File: config.mk
export PLATFORM = sky130hd
export DESIGN_NAME = msg_window_seq
export DESIGN_NICKNAME = d
export VERILOG_FILES = /design/src/rtl/msgseq_pkg.sv /design/src/rtl/msgseq_round_calc.sv /design/src/rtl/msgseq_poll_guard.sv /design/src/rtl/msg_window_seq.sv
export SDC_FILE = /design/constraint.sdc
export NUM_CORES = 1
export LEC_CHECK = 0
export BUFFER_PORTS_ARGS = -buffer_cell sky130_fd_sc_hd__buf_2
export CAP_MARGIN = 20
export CORE_MARGIN = 1
export CORE_UTILIZATION = 27
export DETAILED_ROUTE_END_ITERATION = 10
export REMOVE_ABC_BUFFERS = 1
export SLEW_MARGIN = 10
export SYNTH_ARGS = -nofsm -noshare
export SYNTH_HDL_FRONTEND = slang
export SYNTH_SLANG_ARGS = --single-unit
export TNS_END_PERCENT = 5
File: constraint.sdc
create_clock -name clk -period 3.5 [get_ports clk]
set_input_delay 0.7 -clock clk [delete_from_list [all_inputs] [get_ports clk]]
set_output_delay 0.7 -clock clk [all_outputs]
set_load 0.05 [all_outputs]
File: src/rtl/msgseq_pkg.sv
package msgseq_pkg;

  typedef enum logic [2:0] {
    REG_STAT = 3'd0,
    REG_SET  = 3'd1,
    REG_CLR  = 3'd2,
    REG_MSET = 3'd3,
    REG_MCLR = 3'd4
  } win_reg_e;

  typedef enum logic [2:0] {
    S_IDLE  = 3'd0,
    S_SETUP = 3'd1,
    S_TCHK  = 3'd2,
    S_TPOLL = 3'd3,
    S_TWR   = 3'd4,
    S_RRD   = 3'd5,
    S_RCLR  = 3'd6
  } seq_state_e;

  // Keep the low n bytes of a word; n == 0 means the word is whole.
  function automatic logic [31:0] keep_low_bytes(input logic [31:0] w,
                                                 input logic [1:0]  n);
    logic [31:0] r;
    case (n)
      2'd1:    r = w & 32'h0000_00FF;
      2'd2:    r = w & 32'h0000_FFFF;
      2'd3:    r = w & 32'h00FF_FFFF;
      default: r = w;
    endcase
    return r;
  endfunction

endpackage

File: src/rtl/msgseq_round_calc.sv
module msgseq_round_calc #(
  parameter int W    = 4,
  parameter int LENW = 12,
  localparam int NW  = $clog2(W + 1)
) (
  input  logic [LENW-1:0] rem,
  output logic [LENW-1:0] rbytes,
  output logic [NW-1:0]   nwords,
  output logic [1:0]      tail
);
  localparam int CAP = 4 * W;
  logic [LENW-1:0] rounded;

  always_comb begin
    rbytes  = (rem > LENW'(CAP)) ? LENW'(CAP) : rem;
    rounded = (rbytes + LENW'(3)) >> 2;
    nwords  = NW'(rounded);
    tail    = rbytes[1:0];
  end
endmodule

File: src/rtl/msgseq_poll_guard.sv
module msgseq_poll_guard #(
  parameter int PLW = 8
) (
  input  logic           clk,
  input  logic           rst_n,
  input  logic           clr,
  input  logic           hit,
  input  logic [PLW-1:0] limit,
  output logic           expire
);
  logic [PLW-1:0] cnt_q;
  logic [PLW-1:0] cnt_d;
  logic           cnt_en;
  logic [PLW:0]   cnt_inc;

  always_comb begin
    cnt_inc = {1'b0, cnt_q} + {{PLW{1'b0}}, 1'b1};
    expire  = hit && (cnt_inc >= {1'b0, limit});
    cnt_en  = clr || hit;
    cnt_d   = clr ? '0 : cnt_inc[PLW-1:0];
  end

  always_ff @(posedge clk or negedge rst_n) begin
    if (!rst_n) begin
      cnt_q <= '0;
    end else if (cnt_en) begin
      cnt_q <= cnt_d;
    end
  end
endmodule

File: src/rtl/msg_window_seq.sv
module msg_window_seq #(
  parameter int W    = 4,
  parameter int BASE = 0,
  parameter int AW   = 7,
  parameter int LENW = 12,
  parameter int BAW  = 6,
  parameter int PLW  = 8,
  localparam int IW  = (W > 1) ? $clog2(W) : 1
) (
  input  logic            clk,
  input  logic            rst_n,
  input  logic [PLW-1:0]  cfg_poll_limit,
  input  logic            setup_start,
  input  logic            tx_start,
  input  logic [LENW-1:0] tx_len,
  input  logic            rx_start,
  output logic            busy,
  output logic            done,
  output logic            err,
  output logic [BAW-1:0]  buf_addr,
  input  logic [31:0]     buf_data,
  output logic            rx_we,
  output logic [IW-1:0]   rx_idx,
  output logic [31:0]     rx_data,
  output logic            bus_req,
  output logic            bus_we,
  output logic [2:0]      bus_reg,
  output logic [AW-1:0]   bus_win,
  output logic [31:0]     bus_wdata,
  input  logic            bus_ack,
  input  logic [31:0]     bus_rdata
);
  import msgseq_pkg::*;

  localparam int NW = $clog2(W + 1);
  localparam logic [AW-1:0] WIN_LO  = AW'(BASE);
  localparam logic [AW-1:0] WIN_TOP = AW'(BASE + W - 1);
  localparam logic [IW-1:0] IDX_TOP = IW'(W - 1);

  seq_state_e      state_q, state_d;
  logic [LENW-1:0] rem_q, rem_d;
  logic [BAW-1:0]  ptr_q, ptr_d;
  logic [IW-1:0]   widx_q, widx_d;
  logic            done_q, done_d;
  logic            err_q, err_d;
  logic            st_en;

  logic [LENW-1:0] rbytes;
  logic [NW-1:0]   nwords;
  logic [1:0]      tail;
  logic            poll_clr, poll_hit, poll_expire;
  logic [1:0]      keep_n;
  logic [31:0]     shaped;
  win_reg_e        reg_sel;

  msgseq_round_calc #(.W(W), .LENW(LENW)) round_i (
    .rem    (rem_q),
    .rbytes (rbytes),
    .nwords (nwords),
    .tail   (tail)
  );

  msgseq_poll_guard #(.PLW(PLW)) guard_i (
    .clk    (clk),
    .rst_n  (rst_n),
    .clr    (poll_clr),
    .hit    (poll_hit),
    .limit  (cfg_poll_limit),
    .expire (poll_expire)
  );

  // The partial word is always the highest word of the round.
  always_comb begin
    keep_n = (NW'(widx_q) == nwords - NW'(1)) ? tail : 2'd0;
    shaped = keep_low_bytes(buf_data, keep_n);
  end

  always_comb begin
    state_d   = state_q;
    rem_d     = rem_q;
    ptr_d     = ptr_q;
    widx_d    = widx_q;
    done_d    = 1'b0;
    err_d     = 1'b0;
    poll_clr  = 1'b0;
    poll_hit  = 1'b0;
    bus_req   = 1'b0;
    bus_we    = 1'b0;
    reg_sel   = REG_STAT;
    bus_win   = WIN_LO;
    bus_wdata = '0;
    buf_addr  = ptr_q + BAW'(widx_q);
    rx_we     = 1'b0;
    rx_idx    = IDX_TOP - widx_q;
    rx_data   = bus_rdata;

    case (state_q)
      S_IDLE: begin
        widx_d = '0;
        if (setup_start) begin
          state_d = S_SETUP;
        end else if (tx_start) begin
          rem_d = tx_len;
          ptr_d = '0;
          if (tx_len == '0) done_d = 1'b1;
          else              state_d = S_TCHK;
        end else if (rx_start) begin
          state_d = S_RRD;
        end
      end

      S_SETUP: begin
        bus_req   = 1'b1;
        bus_we    = 1'b1;
        reg_sel   = (widx_q == IDX_TOP) ? REG_MCLR : REG_MSET;
        bus_win   = WIN_LO + AW'(widx_q);
        bus_wdata = '1;
        if (bus_ack) begin
          if (widx_q == IDX_TOP) begin
            state_d = S_IDLE;
            done_d  = 1'b1;
          end else begin
            widx_d = widx_q + IW'(1);
          end
        end
      end

      S_TCHK: begin
        buf_addr = ptr_q;
        if (keep_low_bytes(buf_data, (nwords == NW'(1)) ? tail : 2'd0) == '0) begin
          state_d = S_IDLE;
          done_d  = 1'b1;
          err_d   = 1'b1;
        end else begin
          state_d  = S_TPOLL;
          poll_clr = 1'b1;
        end
      end

      S_TPOLL: begin
        bus_req = 1'b1;
        bus_win = WIN_TOP;
        if (bus_ack) begin
          if (bus_rdata == '0) begin
            state_d = S_TWR;
            widx_d  = IW'(nwords - NW'(1));
          end else begin
            poll_hit = 1'b1;
            if (poll_expire) begin
              state_d = S_IDLE;
              done_d  = 1'b1;
              err_d   = 1'b1;
            end
          end
        end
      end

      S_TWR: begin
        bus_req   = 1'b1;
        bus_we    = 1'b1;
        reg_sel   = REG_SET;
        bus_win   = WIN_TOP - AW'(widx_q);
        bus_wdata = shaped;
        if (bus_ack) begin
          if (widx_q == '0) begin
            rem_d = rem_q - rbytes;
            ptr_d = ptr_q + BAW'(W);
            if (rem_q == rbytes) begin
              state_d = S_IDLE;
              done_d  = 1'b1;
            end else begin
              state_d = S_TCHK;
            end
          end else begin
            widx_d = widx_q - IW'(1);
          end
        end
      end

      S_RRD: begin
        bus_req = 1'b1;
        bus_win = WIN_LO + AW'(widx_q);
        rx_we   = bus_ack;
        if (bus_ack) state_d = S_RCLR;
      end

      S_RCLR: begin
        bus_req   = 1'b1;
        bus_we    = 1'b1;
        reg_sel   = REG_CLR;
        bus_win   = WIN_LO + AW'(widx_q);
        bus_wdata = '1;
        if (bus_ack) begin
          if (widx_q == IDX_TOP) begin
            state_d = S_IDLE;
            done_d  = 1'b1;
          end else begin
            widx_d  = widx_q + IW'(1);
            state_d = S_RRD;
          end
        end
      end

      default: state_d = S_IDLE;
    endcase

    bus_reg = reg_sel;
    st_en   = (state_d != state_q) || (widx_d != widx_q) || (rem_d != rem_q) || (ptr_d != ptr_q);
  end

  always_ff @(posedge clk or negedge rst_n) begin
    if (!rst_n) begin
      state_q <= S_IDLE;
      rem_q   <= '0;
      ptr_q   <= '0;
      widx_q  <= '0;
    end else if (st_en) begin
      state_q <= state_d;
      rem_q   <= rem_d;
      ptr_q   <= ptr_d;
      widx_q  <= widx_d;
    end
  end

  always_ff @(posedge clk or negedge rst_n) begin
    if (!rst_n) begin
      done_q <= 1'b0;
      err_q  <= 1'b0;
    end else begin
      done_q <= done_d;
      err_q  <= err_d;
    end
  end

  assign busy = (state_q != S_IDLE);
  assign done = done_q;
  assign err  = err_q;

endmodule

-- After elaboration in Yosys (flattened, before gate mapping)
Cells that the tools add are included.
- register bits after elaboration: 33
- bits in latches: 0
- memory bits (writable): 0
- ROM bits: 0
- input bits: 90
- output and inout port bits: 88
- memories: 0
- $add $sub $neg: 10
- multiply operators: 0
- div/mod/pow operators: 0
- order comparisons: 2
- equal/unequal tests: 20
- shift-type cells: 0
- muxes and demuxes: 68
- bitwise gates (word level): 0
- reduce and logical (&&, ||, !) cells: 15
- operator list (operator ; number):
    32-bit one-hot mux with 3 select lines ; 2
    32-bit logical NOT ; 2
    32-bit one-hot mux with 2 select lines ; 1
    12-bit two-way mux ; 5
    3-bit two-way mux ; 15
    32-bit two-way mux ; 1
    6-bit two-way mux ; 5
    12-bit one-hot mux with 2 select lines ; 1
    3-bit one-hot mux with 7 select lines ; 1
    7-bit one-hot mux with 3 select lines ; 1
    1-bit two-way mux ; 20
    2-bit two-way mux ; 10
    12-bit equality test ; 1
    12-bit by 5-bit greater-than comparator with 1-bit output, second input constant ; 1
    12-bit logical NOT ; 1
    12-bit inequality test ; 1
    6-bit one-hot mux with 2 select lines ; 1
    12-bit subtractor ; 1
    2-bit equality test, second input constant ; 5
    8-bit by 1-bit adder with 9-bit output, second input constant ; 1
    3-bit equality test, second input constant ; 3
    9-bit by 8-bit >= comparator with 1-bit output ; 1
    3-bit one-hot mux with 3 select lines ; 1
    8-bit two-way mux ; 1
    other kinds (26) ; 33

-- Logic depth before layout (Yosys ltp)
- word-level depth: 15
- gate-level depth with buffers: 12
- mapped depth without buffers: 11

-- Modules after synthesis
A second synthesis with hierarchy kept.
- cells, all modules: 533
- area total of the unflattened synthesis: 3973.8 sq um
- modules (own cells, without submodules) (module ; times used ; cells each ; area an instance (sq um)):
    msg_window_seq ; 1 ; 435 ; 3133.0
    msgseq_poll_guard ; 1 ; 75 ; 653.1
    msgseq_round_calc ; 1 ; 23 ; 187.7

-- Worst setup path after synthesis
OpenSTA, ideal clock, no wires.
- path kind: register -> output
- start point: register rem_q[8]
- end point: output bus_wdata[10]
- arrival: 2.817 ns
- data required time: 2.800 ns
- path slack: -0.017 ns
- cell stages (with the launch flop): 10
- cells stage by stage: dfrtp_1 nor4_4 nand3b_2 nand2b_1 ha_1 xnor2_1 o211ai_1 nor4b_4 a31oi_1 o21a_1
- cells in the longest elaborated chain, start to end: 9
- RTL lines (what ; RTL line ; source):
    start, declared ; msg_window_seq.sv:41 ; logic [LENW-1:0] rem_q, rem_d;
    start signal, assigned ; msg_window_seq.sv:219 ; rem_q <= rem_d;
    12-bit by 5-bit greater-than comparator with 1-bit output * ; msgseq_round_calc.sv:15 ; rbytes = (rem > LENW'(CAP)) ? LENW'(CAP) : rem;
    12-bit two-way mux * ; msgseq_round_calc.sv:15 ;
    5-bit by 2-bit adder with 5-bit output ; msgseq_round_calc.sv:16 ; rounded = (rbytes + LENW'(3)) >> 2;
    3-bit by 1-bit subtractor with 3-bit output ; - ;
    2-bit by 3-bit equality test with 1-bit output ; msg_window_seq.sv:74 ; keep_n = (NW'(widx_q) == nwords - NW'(1)) ? tail : 2'd0;
    2-bit two-way mux * ; msg_window_seq.sv:74 ;
    2-bit equality test or 2-bit by 1-bit equality test with 1-bit output (tied branches) ; msgseq_pkg.sv:25 ; case (n)
    32-bit one-hot mux with 3 select lines * ; msgseq_pkg.sv:25 ;
    32-bit one-hot mux with 2 select lines * ; msg_window_seq.sv:97 ; case (state_q)
    end, declared ; msg_window_seq.sv:29 ; output logic [31:0] bus_wdata,
Mark *: on every way between the ends. The rest lies on a longest branch, timed or not.

-- Worst setup path in the final report
- start point: register rem_q[8]
- end point: output bus_wdata[13]
The elaborated chain is that of the path after synthesis.

==> results by group <==
Timing
  – Max transition margin: 46.63%
  – Final Worst Setup Slack: -4.178 ps
  – Minimum clock period: 3504 ps
  – Fin crit share: 100.1%
  – Measured slew at the worst slew-check pin: 800.6 ps
  – Final hold slack: 513.6 ps
  – Final Setup Violations: 1
  – Max Clk Rate: 0.2854 GHz
  – Final Hold Fails: 0
  – Setup Skew: just under 6 ps
  – Final Slew Violations: 0
  – RSZ-0062 raised after global routing: true

Setup path
  – Setup crit start kind: flip-flop
  – Critical path peak fanout: 8
  – Critical path arrival: ~2800 ps
  – Crit-path slowest cell: dfrtp_1
  – Crit. End Element: output port
  – Top delay family on crit path: simple AND/OR/NAND/NOR gates
  – Critical Path RT: about 2800 ps
  – Worst r2r path cells: 9
  – Max incr delay on CP: 410 ps
  – Setup Crit Path Kind: reg2out
  – CP dominant cell by count: buf_6
  – CP Depth: 11
  – Worst path cell trace: nor4_4, nand3b_4, nand2b_4, ha_4, xnor2_2, o211ai_1, nor4b_4, buf_6, a31oi_4, o21a_1, buf_6
  – Worst path bufs/invs: 2

Drt
  – Iteration-0 DRC Markers: 189
  – DR vias/cell: 5.102
  – Average wire per cell in the routed design: around 15 um
  – Drt drc: 0
  – Total wire length: 11320 um
  – Total vias in the final route: 3898
  – DRT antenna net count: 0
  – DRT Pass-1 Iters: 4

CTS
  – CTS tree: built
  – Root Driver: clkbuf_16
  – Clock Sinks: 33
  – H-tree lvl count: 2
  – Worst-Skew Late Latency: approximately 280 ps
  – Cts hold-fix bufs: 0
  – TritonCTS Buffers: 5
  – Worst-path clk slew: 60 ps
  – Clock tree buffer depth: 2

Power
  – Static Leak: between 2 and 2.5 nW
  – NetSw: 3.002 mW
  – Comb pwr share: between 70% and 80%
  – Seq pwr share: 14.0%
  – Clk pwr share: 9.1%
  – Worst VDD drop: roughly 0.33 mV
  – Switching Fraction: approximately 59%
  – Power density over cell area: 1067 mW/mm^2
  – Internal: 2.106 mW

Cells and area
  – Share of cells above drive strength 1: 37.67%
  – Non-Filler Instances: between 700 and 800
  – Design Area, Final: between 0.004 and 0.005 mm^2
  – Util after Layout: around 38%
  – Nets: 697
  – Area grow syn2layout: 35.67%
  – N_diodes: 0

Global route
  – First-pass GRT wire length: 17440 um
  – Tot GR Track Use: 16.44%
  – Initial antenna violation count: 0
  – Remaining Overflow, GRT: 0
  – Largest net degree at the start of global routing: 34
  – Number of global-route vias before repair: 3655

Die
  – I/O pins: 178
  – Die Width: 116.3 um
  – Die area: roughly 0.014 mm^2
  – Floorplan row count: 41
  – Initial core utilization: 27.85%
  – Die Span Y: 116.3 um
  – Core area: 0.01267 mm^2

Logic synthesis
  – Seq/Total Area, Yosys: a little under a quarter
  – Most common cell in the netlist: nand2_1
  – Commonest cells post-synth: nand2_1 (40), buf_4 (37), dfrtp_1 (33)
  – Simple-gate share of the synthesized area: 23.51%
  – Post-Syn Area per Cell: 7.841 um^2
  – Post-synth ARST share: 100.0%
  – Compound-gate portion of the synthesized area: 25.71%
  – Synth warnings: 0
  – Synthesized cell area: 0.003528 mm^2
  – Number of flops mapped to enable cells by yosys: 0
  – Post-synthesis adder-cell area fraction: 5.887%
  – Mapped Cells: 450
  – Synth top area cells: dfrtp_1 (23%), buf_4 (7.9%), o21a_1 (5.5%), ha_1 (5.3%), nand2_1 (4.3%)
  – Post-synthesis xor/xnor area fraction: 5.851%
  – Area share of the largest cell type after synthesis: 23.40%
  – Yosys top cell by area: dfrtp_1
  – Unique cell type count in the Yosys netlist: 65
  – Mux share of post-synthesis cell area: 2.624%
  – Largest family of logic cells by synthesized area: compound AO/OA/AOI/OAI gates
  – Seq cells post-synth: 33
  – Top_reg_cell synth: dfrtp_1

Placed design
  – IO buf count: 172
  – Post-placement cell count: 752
  – Routability cong.: approximately 0.85
  – Dpl hpwl: 8896 um
  – Pre-CTS setup slack: -33.81 ps
  – DP Area: 0.004355 mm^2

Outcome
  – Status: complete, but fails checks
  – Violated checks: negative setup slack

Hold path
  – Hold Path Class: in2async

Run
  – Max cap viols: 0
cell usage in the layout (no fill, tap or decap), drive strengths merged, types with 8 or more instances in the layout:
master	n
o21ai	21
buf	192
ha	15
a21oi	25
o21a	26
nor2	32
xnor2	8
o211ai	10
nor4	25
dfrtp	33
nor3	12
xor2	13
nand3	10
inv	17
a21o	9
nand2	40
metal layers:
layer | part of all wire (%) | GRT usage (%) | wire length (um) | vias up
met5 | 0 | 0 | 0 | -
li1 | - | - | - | 1885
met3 | 6.3 | 3.166 | 708 | 19
met2 | 49 | 29.51 | 5535 | 158
met1 | 43 | 19.65 | 4849 | 1836
met4 | 2.0 | 5.214 | 222 | 0
stage by stage:
step                      power [mW]  setup TNS [ps]
after floorplan                3.267           -6248
after global placement         4.182               0
after detailed placement       4.231          -214.7
after CTS                      5.097          -279.7
after global routing           5.417           -3218
final                          5.108          -4.178
kinds of logic after synthesis:
logic type / Yosys count
AND/OR/NAND/NOR: 155
AO/OA/AOI/OAI: 134
buffers and inverters: 79
flip-flops: 33
XOR/XNOR: 22
adder cells (fa/ha/maj): 16
multiplexers: 9
other: 2
state kept, by name (all words and copies together) (netlist names):
| register | count |
|---|---|
| ptr_q | 6 |
| widx_q | 2 |
| err | 1 |
| state_q | 3 |
| rem_q | 12 |
| done | 1 |
| guard_i.cnt_q | 8 |
power groups by stage:
| stage | Sequential [mW] | Clock (mW) | Combinational (mW) |
|---|---|---|---|
| floorplan | 0.737 | 0 | 2.53 |
| global placement | 0.704 | 0 | 3.48 |
| detailed placement | 0.713 | 0 | 3.52 |
| CTS | 0.707 | 0.478 | 3.91 |
| global route | 0.738 | 0.496 | 4.18 |
| finish | 0.718 | 0.467 | 3.92 |
final timing paths:
| check | slack [ps] | to | from |
|---|---|---|---|
| max | -4 | bus_wdata[13] | rem_q[8] |
| min | 510 | rem_q[1] | rst_n |
| max reg2reg | 920 | state_q[1] | guard_i.cnt_q[0] |
| min reg2reg | 520 | ptr_q[0] | ptr_q[0] |
| max in group asynchronous | 2430 | rem_q[10] | rst_n |
| min in group clk | 520 | ptr_q[0] | ptr_q[0] |
area by class of cell:
class	count	area, um^2
Fill cell	1294	7884
Multi-Input combinational cell	342	2359
Timing Repair Buffer	192	1165
Sequential cell	33	827.0
Tap cell	172	215.2
Clock buffer	7	152.6
Inverter	17	63.81
Clock inverter	1	5.005
repair_timing:
item / in CTS / in global routing
endpoints found under the setup margin: 24 / 24
setup buffers: 3 / 1
pin swaps: 6 / 4
resized for setup: 62 / 2
No activity file was read; power rests on OpenSTA's default activity.
